## src/rtl/sib_pkg.sv

```systemverilog
package sib_pkg;
  // Value the update stage takes on test reset: 0 = segment excluded.
  localparam logic UPD_RST = 1'b0;

  // Strobe bundle as seen by a scan segment.
  typedef struct packed {
    logic sel;
    logic cap;
    logic shf;
    logic upd;
  } dr_strb_t;
endpackage

```

## src/rtl/sib_shift_stage.sv

```systemverilog
module sib_shift_stage (
  input  logic tck,
  input  logic rst,
  input  logic sel_i,
  input  logic cap_i,
  input  logic shf_i,
  input  logic open_i,
  input  logic tdi_i,
  input  logic seg_tdo_i,
  output logic sr_o
);
  always_ff @(posedge tck) begin
    if (rst)
      sr_o <= 1'b0;
    else if (sel_i && cap_i)
      sr_o <= open_i;
    else if (sel_i && shf_i)
      sr_o <= open_i ? seg_tdo_i : tdi_i;
  end

  AST_SHF_HOLD: assert property (@(posedge tck) disable iff (rst)
    !(sel_i && (cap_i || shf_i)) |=> $stable(sr_o));
  AST_CAP_STATUS: assert property (@(posedge tck) disable iff (rst)
    (sel_i && cap_i) |=> (sr_o == $past(open_i)));
  AST_SHF_SOURCE: assert property (@(posedge tck) disable iff (rst)
    (sel_i && shf_i && !cap_i && open_i) |=> (sr_o == $past(seg_tdo_i)));
endmodule

```

## src/rtl/sib_update_stage.sv

```systemverilog
module sib_update_stage
  import sib_pkg::*;
(
  input  logic tck,
  input  logic rst,
  input  logic sel_i,
  input  logic upd_i,
  input  logic sr_i,
  output logic open_o
);
  always_ff @(posedge tck) begin
    if (rst)
      open_o <= UPD_RST;
    else if (sel_i && upd_i)
      open_o <= sr_i;
  end

  AST_UPD_HOLD: assert property (@(posedge tck) disable iff (rst)
    !(sel_i && upd_i) |=> $stable(open_o));
  AST_UPD_LOAD: assert property (@(posedge tck) disable iff (rst)
    (sel_i && upd_i) |=> (open_o == $past(sr_i)));
  AST_RST_CLOSED: assert property (@(posedge tck)
    rst |=> !open_o);
endmodule

```

## src/rtl/sib_tdo_retime.sv

```systemverilog
module sib_tdo_retime #(
  parameter bit NEG_EDGE = 1'b1
) (
  input  logic tck,
  input  logic rst,
  input  logic d_i,
  output logic q_o
);
  generate
    if (NEG_EDGE) begin : g_neg
      always_ff @(negedge tck) begin
        if (rst) q_o <= 1'b0;
        else     q_o <= d_i;
      end

      AST_TDO_FALL: assert property (@(negedge tck) disable iff (rst)
        q_o == $past(d_i));
    end else begin : g_pass
      assign q_o = d_i;
    end
  endgenerate
endmodule

```

## src/rtl/sib_scan_cell.sv

```systemverilog
module sib_scan_cell
  import sib_pkg::*;
#(
  parameter bit TDO_NEG_EDGE = 1'b1
) (
  input  logic tck,
  input  logic rst,
  input  logic sel_i,
  input  logic cap_i,
  input  logic shf_i,
  input  logic upd_i,
  input  logic tdi_i,
  input  logic seg_tdo_i,
  output logic tdo_o,
  output logic seg_sel_o,
  output logic seg_cap_o,
  output logic seg_shf_o,
  output logic seg_upd_o,
  output logic seg_tdi_o
);
  logic     shift_q;
  logic     open_q;
  dr_strb_t seg_s;

  sib_shift_stage u_shift (
    .tck       (tck),
    .rst       (rst),
    .sel_i     (sel_i),
    .cap_i     (cap_i),
    .shf_i     (shf_i),
    .open_i    (open_q),
    .tdi_i     (tdi_i),
    .seg_tdo_i (seg_tdo_i),
    .sr_o      (shift_q)
  );

  sib_update_stage u_update (
    .tck    (tck),
    .rst    (rst),
    .sel_i  (sel_i),
    .upd_i  (upd_i),
    .sr_i   (shift_q),
    .open_o (open_q)
  );

  sib_tdo_retime #(.NEG_EDGE(TDO_NEG_EDGE)) u_retime (
    .tck (tck),
    .rst (rst),
    .d_i (shift_q),
    .q_o (tdo_o)
  );

  // Segment strobes exist only while this cell is open and selected.
  always_comb begin
    seg_s.sel = sel_i & open_q;
    seg_s.cap = seg_s.sel & cap_i;
    seg_s.shf = seg_s.sel & shf_i;
    seg_s.upd = seg_s.sel & upd_i;
  end

  assign seg_sel_o = seg_s.sel;
  assign seg_cap_o = seg_s.cap;
  assign seg_shf_o = seg_s.shf;
  assign seg_upd_o = seg_s.upd;
  assign seg_tdi_o = tdi_i;

  AST_SEG_QUIET_CLOSED: assert property (@(posedge tck) disable iff (rst)
    (!open_q || !sel_i) |-> !(seg_sel_o || seg_cap_o || seg_shf_o || seg_upd_o));
  AST_CLOSED_PASS: assert property (@(posedge tck) disable iff (rst)
    (sel_i && shf_i && !cap_i && !open_q) |=> (shift_q == $past(tdi_i)));
endmodule

```

## config.mk

```make
export PLATFORM = sky130hd
export DESIGN_NAME = sib_scan_cell
export DESIGN_NICKNAME = d
export VERILOG_FILES = /design/src/rtl/sib_pkg.sv /design/src/rtl/sib_shift_stage.sv /design/src/rtl/sib_update_stage.sv /design/src/rtl/sib_tdo_retime.sv /design/src/rtl/sib_scan_cell.sv
export SDC_FILE = /design/constraint.sdc
export NUM_CORES = 1
export LEC_CHECK = 0
export BUFFER_PORTS_ARGS = -buffer_cell sky130_fd_sc_hd__buf_2
export CAP_MARGIN = 20
export CORE_AREA = 2 2 39 41
export CTS_BUF_LIST = sky130_fd_sc_hd__clkbuf_4 sky130_fd_sc_hd__clkbuf_8
export CTS_CLUSTER_SIZE = 20
export DETAILED_ROUTE_END_ITERATION = 8
export DIE_AREA = 0 0 41 43
export SETUP_SLACK_MARGIN = 0.5
export SYNTH_ARGS = -nofsm -noshare
export SYNTH_HDL_FRONTEND = slang
export SYNTH_SLANG_ARGS = --single-unit
```

## constraint.sdc

```tcl
create_clock -name tck -period 2.3 [get_ports tck]
set_input_delay 0.69 -clock tck [delete_from_list [all_inputs] [get_ports tck]]
set_output_delay 0.69 -clock tck [all_outputs]
set_load 0.1 [all_outputs]
```

==> reports/results.ini, run 1 <==
[route]
drc_errors = 0
drtPass1Iterations = 2
ant_nets = 0
vias_per_cell = 3.84
drt_iter0_markers = 4
wl_per_cell_um = 8.35
vias = 211
wirelength_um = 459

[sta]
tightest_slew_ns = 0.278
setup_viol = 1
finalClockSkew_ns = 0.0527
rsz0062_at_grt = yes
slew_headroom_pct = 81.6
drv_slew = 0
hold_violations = 0
setup_ws_ns = -0.323

[critical_path]
cp_cell_sequence = buf_12
crit_family = flip-flops
cp.buffers_inverters = 1
path_class = flip-flop to primary output
critical_path.endpoint_type = primary output
cpPeakStageDelay_ns = 0.34
critPathArrivalTime_ns = 1.93
critPathRequiredTime_ns = 1.61
cp_slowest_cell = dfxtp_4
worstSetupStartpointType = flip-flop
crit_path_max_fanout = 1

[outcome]
violations = negative setup slack
status = finished, violations left

[cells_and_area]
nNetsFinal = 48
nFillCells = 143
areaGrowthSynthToFinish_pct = 146
drive_gt1_share_pct = 66.7
postLayoutCoreUtil_pct = 31.1
n_antenna_cell = 0
final_cell_mix = 5 x buf_12, 4 x clkbuf_4, 3 x and3_4, 3 x buf_8, 3 x buf_4
final_cell_count_no_fill = 55
layout_commonest_cell = buf_12
post-route-cell-area_um2 = 430

[floorplan]
pin_count = 14
die_area_um2 = 1760
die_h_um = 43
rows = 14
start_util_pct = 12.7
coreArea_um2 = 1380
die_x_um = 41

[power_and_ir_drop]
vdd_ir_drop_max_v = 0.000173
total_power_uw = 219
p_int_uw = 159
p_comb_share_pct = 24.3
power.share.sequential_pct = 25.8
powerDensity_nw_per_um2 = 508
power_leakage_uw = 0.000190
p_sw_uw = 60.1
clockPowerShare_pct = 50.0
swShare_pct = 27.5

[clocking]
cts_max_level = 1
clkSinkCount = 3
cts_made_buffers = 3
clock_latency_ns = 0.28
clock_path_buffers = 2
clk_pin_slew_ns = 0.04
cts_hold_buf = 0
root_buffer = clkbuf_4
cts_tree = built

[synth]
ys_seq_area_share_pct = 34.3
yosysWarningCount = 0
synthDistinctLibCells = 15
synth_area_leaders = dfxtp_1 34%, and3_2 8.6%, and3_4 6.4%, o221a_2 6.4%, a21oi_1 5.7%
syn_area_per_cell_um2 = 8.34
synth_top_area_share_pct = 34.3
synth_area_leader_cell = dfxtp_1
syn-cell-area_um2 = 175
synth_cells = 21
synthesis.nets = 29
ys_seq_elements = 3

[grt]
grt_pass1_vias = 171
grtUsageTotal_pct = 5.71
grt_max_degree = 7
grt_antenna_before_repair = 0
grt_pass1_wl_um = 641
grt-ovfl-total = 0

[placed_design]
place_congestion = 0.625
numPortBuffers = 13
placed_area_um2 = 340
place_inst = 49

[min_path]
hp-class = flip-flop to flip-flop

[run]
maxCapViolations = 0

## cells in the mapped netlist
cell type / n
a21oi_1: 2
a21oi_2: 1
and2_2: 1
and3_2: 2
and3_4: 1
buf_4: 1
dfxtp_1: 3
inv_1: 2
nand2_1: 2
nand2b_1: 1
nand3_1: 1
nor2_1: 1
nor2b_1: 1
o21a_1: 1
o221a_2: 1
## per-layer routing
| metal | part of all wire (%) | track usage (%) |
|---|---|---|
| met3 | 8.1 | 1.57 |
| met5 | 0 | 0 |
| met1 | 41 | 7.67 |
| met4 | 0 | 6.00 |
| met2 | 51 | 6.56 |
## cells by family (layout without fill, tap and decap cells)
group	after synthesis	after routing	synth area share, %
flip-flops	3	3	34.3
AND/OR/NAND/NOR	10	10	35.7
buffers and inverters	3	21	8.57
AO/OA/AOI/OAI	5	5	21.4
## worst paths after layout
check	startpoint	endpoint	slack, ns	depth (start not counted)
hold / removal	u_shift.sr_o	u_update.open_o	0.47	2
setup reg to reg	u_shift.sr_o	u_retime.q_o	0.66	1
hold reg to reg	u_shift.sr_o	u_update.open_o	0.47	2
setup / recovery	u_retime.q_o	tdo_o	-0.32	1
## metrics by stage
stage	TNS, ns	hold WS [ns]	worst slack (ns)
3_5_place_dp	-0.0317	0.474	-0.0317
6_report	-0.323	0.473	-0.323
2_1_floorplan	-0.0438	0.446	-0.0438
5_1_grt	-0.354	0.503	-0.354
3_3_place_gp	-0.0301	0.469	-0.0301
4_1_cts	-0.338	0.477	-0.338
## registers in the layout, summed over array words and instances, names as in the netlist
name,count
u_shift.sr_o,1
u_retime.q_o,1
u_update.open_o,1
## final cells by class
cell class              instances  area (um2)  area share, %
flip-flops and latches          3        63.8           14.8
repair buffers                 15         200           46.5
inverters                       1        3.75          0.872
clock buffers                   4        30.0           6.98
well taps                      16        20.0           4.65
multi-input cells              15         109           25.3
clock inverters                 1        3.75          0.872
## power by group through the flow
stage	Sequential [uW]	Clock, uW	Combinational, uW
after floorplan	61.8	5.40	20.8
after global placement	57.0	5.40	42.1
after detailed placement	57.0	5.40	42.4
after CTS	56.4	116	50.5
after global routing	56.7	120	56.2
final	56.4	109	53.1
## what timing repair did
item                                    CTS  global route
endpoints found under the setup margin    7             6
pin swaps                                 3             2
resized for setup                        10             2
buffers inserted                          1             1
(Power assumes the default switching activity.)
==> inputs of run 2 (changes only) <==
--- a/config.mk
+++ b/config.mk
@@ -5,7 +5,7 @@
 export SDC_FILE = /design/constraint.sdc
 export NUM_CORES = 1
 export LEC_CHECK = 0
-export BUFFER_PORTS_ARGS = -buffer_cell sky130_fd_sc_hd__buf_2
+export BUFFER_PORTS_ARGS = -buffer_cell sky130_fd_sc_hd__buf_4
 export CAP_MARGIN = 20
 export CORE_AREA = 2 2 39 41
 export CTS_BUF_LIST = sky130_fd_sc_hd__clkbuf_4 sky130_fd_sc_hd__clkbuf_8
==> reports/results.ini, run 2 (same netlist as run 1, synthesis figures left out) <==
[clocking]
clock_path_buffers = 2  ; unchanged
clk_pin_slew_ns = 0.04  ; about the same
cts_hold_buf = 0  ; unchanged
clock_latency_ns = 0.28  ; about the same
root_buffer = clkbuf_4
cts_max_level = 1  ; unchanged
clkSinkCount = 3  ; unchanged
cts_made_buffers = 3  ; unchanged
cts_tree = built

[route]
wl_per_cell_um = 8.52  ; +2.1%
drc_errors = 0  ; unchanged
vias_per_cell = 3.90  ; +1.6%
drt_iter0_markers = 3  ; -1
drtPass1Iterations = 2  ; unchanged
ant_nets = 0  ; unchanged
wirelength_um = 494  ; +7.6%
vias = 226  ; +7.1%

[critical_path]
ff2ff_setup_slack_ns = 0.66  ; about the same
r2r_end = u_retime.q_o
critical_path.endpoint_type = primary output
rr_worst_depth = 1  ; unchanged
cp.buffers_inverters = 1  ; unchanged
crit_path_max_fanout = 1  ; unchanged
critPathRequiredTime_ns = 1.61  ; about the same
path_class = flip-flop to primary output
cp_cell_sequence = buf_12
cpPeakStageDelay_ns = 0.34  ; about the same
r2r-start = u_shift.sr_o
worstSetupStartpointType = flip-flop
critPathArrivalTime_ns = 1.94  ; about the same
crit_family = flip-flops
cp_slowest_cell = dfxtp_4

[sta]
hold_violations = 0  ; unchanged
tightest_slew_ns = 0.278  ; +0.0000243 ns
setup_viol = 1  ; unchanged
slew_headroom_pct = 81.6  ; about the same
finalClockSkew_ns = 0.0563  ; +0.00364 ns
drv_slew = 0  ; unchanged
setup_tns_ns = -0.325  ; -0.00221 ns
setup_ws_ns = -0.325  ; -0.00221 ns
rsz0062_at_grt = yes

[cells_and_area]
areaGrowthSynthToFinish_pct = 159
layout_commonest_cell = buf_4
top_regs = u_retime.q_o (1), u_shift.sr_o (1), u_update.open_o (1)
post-route-cell-area_um2 = 454  ; +5.5%
final_cell_mix = 8 x buf_4, 5 x buf_12, 4 x clkbuf_4
n_antenna_cell = 0  ; unchanged
nNetsFinal = 51  ; +6.3%
final_cell_count_no_fill = 58  ; +5.5%
drive_gt1_share_pct = 69.0  ; +2.4 points
nFillCells = 153  ; +7.0%

[grt]
grt_pass1_vias = 227  ; +33%
grt_max_degree = 7  ; unchanged
grt_pass1_wl_um = 779  ; +22%
grt_antenna_before_repair = 0  ; unchanged
grtUsageTotal_pct = 7.14  ; +1.4 points
grt-ovfl-total = 0  ; unchanged

[floorplan]
die_h_um = 43  ; unchanged
rows = 14  ; unchanged
die_x_um = 41  ; unchanged
die_area_um2 = 1760  ; unchanged
pin_count = 14  ; unchanged
coreArea_um2 = 1380  ; unchanged
start_util_pct = 12.7  ; unchanged

[min_path]
holdPathEnd = u_update.open_o
hp-start = u_shift.sr_o
hp-class = flip-flop to flip-flop
hold_depth = 2  ; unchanged

[placed_design]
numPortBuffers = 13  ; unchanged
place_inst = 49  ; unchanged
place_congestion = 0.620  ; -0.85%
placed_area_um2 = 298  ; -12%
place_ws_ns = -0.124  ; -0.0924 ns

[power_and_ir_drop]
total_power_uw = 222  ; +1.4%
powerDensity_nw_per_um2 = 489  ; -3.9%
vdd_ir_drop_max_v = 0.000135  ; -22%
power_leakage_uw = 0.000206  ; +8.1%

[outcome]
status = finished, violations left
violations = negative setup slack

[run]
maxCapViolations = 0  ; unchanged

run 2: worst max path at each step:
stage	to	cells past startpoint	slack, ns	start
6_report	tdo_o	1	-0.33	u_retime.q_o
5_1_grt	tdo_o	1	-0.37	u_retime.q_o
4_1_cts	tdo_o	1	-0.34	u_retime.q_o
3_3_place_gp	tdo_o	1	-0.12	u_retime.q_o
2_1_floorplan	tdo_o	0	-0.04	u_retime.q_o
3_5_place_dp	tdo_o	1	-0.12	u_retime.q_o
run 2: final cells by class:
type	instances	area (um2)	area share, %
repair buffers	18	224	49.3
multi-input cells	15	109	24.0
flip-flops and latches	3	63.8	14.0
clock buffers	4	30.0	6.61
well taps	16	20.0	4.41
clock inverters	1	3.75	0.826
inverters	1	3.75	0.826
run 2: layer usage:
metal	vias to the layer above	wire [um]	track usage, %
met3	0	44	3.66
li1	115	-	-
met1	101	192	6.77
met2	10	257	9.06
met5	-	0	0
met4	0	0	9.33
run 2: repair_timing:
item | 4_1_cts | 5_1_grt
endpoints found under the setup margin | 6 | 6
pin swaps | 3 | 2
gates resized for setup | 20 | 2
setup buffers | 3 | 2
hold endpoints to repair | 0 | 0
gates cloned | 0 | 0
run 2: metrics by stage:
| step | hold WS, ns | utilization, % |
|---|---|---|
| final | 0.493 | 32.8 |
| after global placement | 0.467 | 21.5 |
| after floorplan | 0.446 | - |
| after detailed placement | 0.473 | 21.5 |
| after global routing | 0.519 | 32.8 |
| after CTS | 0.491 | 31.2 |
run 2: where the power goes:
group | internal (uW) | total [uW] | leakage (uW) | switching, uW
Combinational | 27.9 | 55.9 | 0.000157 | 28.1
Sequential | 54.3 | 56.5 | 0.0000253 | 2.24
Clock | 79.1 | 109 | 0.0000237 | 30.3
Total | 161 | 222 | 0.000206 | 60.6
==> inputs of run 3 (changes only) <==
--- a/config.mk
+++ b/config.mk
@@ -12,6 +12,7 @@
 export CTS_CLUSTER_SIZE = 20
 export DETAILED_ROUTE_END_ITERATION = 8
 export DIE_AREA = 0 0 41 43
+export GPL_ROUTABILITY_DRIVEN = 0
 export SETUP_SLACK_MARGIN = 0.5
 export SYNTH_ARGS = -nofsm -noshare
 export SYNTH_HDL_FRONTEND = slang
==> constraint.sdc (replaced) <==
create_clock -name tck -period 2.65 [get_ports tck]
set_input_delay 0.795 -clock tck [delete_from_list [all_inputs] [get_ports tck]]
set_output_delay 0.795 -clock tck [all_outputs]
set_load 0.1 [all_outputs]
==> reports/results.ini, run 3 (same netlist as run 1, synthesis figures left out) <==
[outcome]
status = finished, violations left
violations = negative setup slack

[critical_path]
cp.buffers_inverters = 1  ; unchanged
cpPeakStageDelay_ns = 0.34  ; about the same
rr_worst_depth = 1  ; unchanged
cp_cell_sequence = buf_12
crit_family = flip-flops
critical_path.endpoint_type = primary output
cp_slowest_cell = dfxtp_4
critPathArrivalTime_ns = 2.11  ; +0.17 ns
crit_path_max_fanout = 1  ; unchanged
r2r-start = u_shift.sr_o
ff2ff_setup_slack_ns = 0.82  ; +0.16 ns
r2r_end = u_retime.q_o
path_class = flip-flop to primary output
worstSetupStartpointType = flip-flop
critPathRequiredTime_ns = 1.86  ; +0.25 ns

[cells_and_area]
n_antenna_cell = 0  ; unchanged
top_regs = u_retime.q_o (1), u_shift.sr_o (1), u_update.open_o (1)
nNetsFinal = 46  ; -9.8%
areaGrowthSynthToFinish_pct = 100
layout_commonest_cell = buf_4
drive_gt1_share_pct = 64.9  ; -4.2 points
final_cell_mix = 8 x buf_4, 4 x clkbuf_4, 3 x buf_6

[power_and_ir_drop]
power_leakage_uw = 0.000168  ; -19%
powerDensity_nw_per_um2 = 523  ; +7.1%
clockPowerShare_pct = 52.4  ; +3.1 points
p_comb_share_pct = 21.0  ; -4.2 points
p_sw_uw = 52.0  ; -14%
swShare_pct = 28.4  ; +1.0 points
vdd_ir_drop_max_v = 0.000103  ; -23%
power.share.sequential_pct = 26.7  ; +1.2 points
p_int_uw = 131  ; -19%

[clocking]
clock_latency_ns = 0.28  ; about the same
cts_made_buffers = 3  ; unchanged
cts_tree = built
clock_path_buffers = 2  ; unchanged
cts_max_level = 1  ; unchanged
root_buffer = clkbuf_4
clkSinkCount = 3  ; unchanged
clk_pin_slew_ns = 0.04  ; about the same

[sta]
drv_slew = 0  ; unchanged
setup_ws_ns = -0.252  ; +0.0730 ns
rsz0062_at_grt = yes
setup_tns_ns = -0.252  ; +0.0730 ns
tightest_slew_ns = 0.278  ; -0.000407 ns
setup_viol = 1  ; unchanged
slew_headroom_pct = 81.6  ; about the same
finalClockSkew_ns = 0.0484  ; -0.00790 ns
hold_violations = 0  ; unchanged

[grt]
grt_max_degree = 9  ; +2
grt_pass1_vias = 230  ; +1.3%
grt_pass1_wl_um = 800  ; +2.7%
grtUsageTotal_pct = 7.51  ; +0.37 points
grt-ovfl-total = 0  ; unchanged
grt_antenna_before_repair = 0  ; unchanged

[route]
ant_nets = 0  ; unchanged
vias = 202  ; -11%
wirelength_um = 460  ; -6.9%
wl_per_cell_um = 8.68  ; +1.9%
drtPass1Iterations = 1  ; -1
vias_per_cell = 3.81  ; -2.2%
drt_iter0_markers = 0  ; -3
drc_errors = 0  ; unchanged

[min_path]
hp-class = flip-flop to flip-flop
hold_depth = 2  ; unchanged
hp-start = u_shift.sr_o
holdPathEnd = u_update.open_o

[floorplan]
pin_count = 14  ; unchanged
start_util_pct = 12.7  ; unchanged
rows = 14  ; unchanged
die_h_um = 43  ; unchanged
coreArea_um2 = 1380  ; unchanged
die_area_um2 = 1760  ; unchanged
die_x_um = 41  ; unchanged

[placed_design]
numPortBuffers = 13  ; unchanged
dp_hpwl_um = 362
place_ws_ns = -0.0557  ; +0.0685 ns

[run]
maxCapViolations = 0  ; unchanged

## run 3: repair_timing
action,in CTS,in global routing
endpoints found under the setup margin,4,3
buffers inserted,0,0
resized for setup,6,2
hold buffers,0,0
gates cloned,0,0
## run 3: layout make-up
cell class	count	area (um2)
Clock buffer	4	30.0
Clock inverter	1	3.75
Fill cell	153	1030
Inverter	1	3.75
Multi-Input combinational cell	15	100
Sequential cell	3	63.8
Tap cell	16	20.0
Timing Repair Buffer	13	129
## run 3: power groups by stage
stage               registers (uW)  clock network (uW)  logic, uW
finish                        48.9                96.0       38.4
global route                  48.9                 111       40.8
CTS                           48.8                 101       38.5
detailed placement            49.0                4.69       36.6
global placement              49.2                4.69       36.1
floorplan                     53.5                4.69       17.8
## run 3: how the worst max path moves through the flow
stage / from / end / cells after the start
after global placement: u_retime.q_o / tdo_o / 1
after global routing: u_retime.q_o / tdo_o / 1
after detailed placement: u_retime.q_o / tdo_o / 1
after floorplan: u_retime.q_o / tdo_o / 0
final: u_retime.q_o / tdo_o / 1
after CTS: u_retime.q_o / tdo_o / 1
## run 3: per-stage QoR
step                hold WS [ns]  area [um2]  std cells  power (uW)  utilization (%)
global route               0.504         350         53         201             25.3
floorplan                  0.446         179         21        76.0                -
finish                     0.482         350         53         183             25.3
global placement           0.470         289         49        89.9             20.9
detailed placement         0.480         289         49        90.3             20.9
CTS                        0.486         343         53         189             24.8
## run 3: metal layers
metal	vias to the layer above	global-route usage (%)	wire, um
met4	0	12.7	15
met2	3	10.9	283
met1	93	5.73	138
met3	2	1.57	22
li1	104	-	-
met5	-	0	0
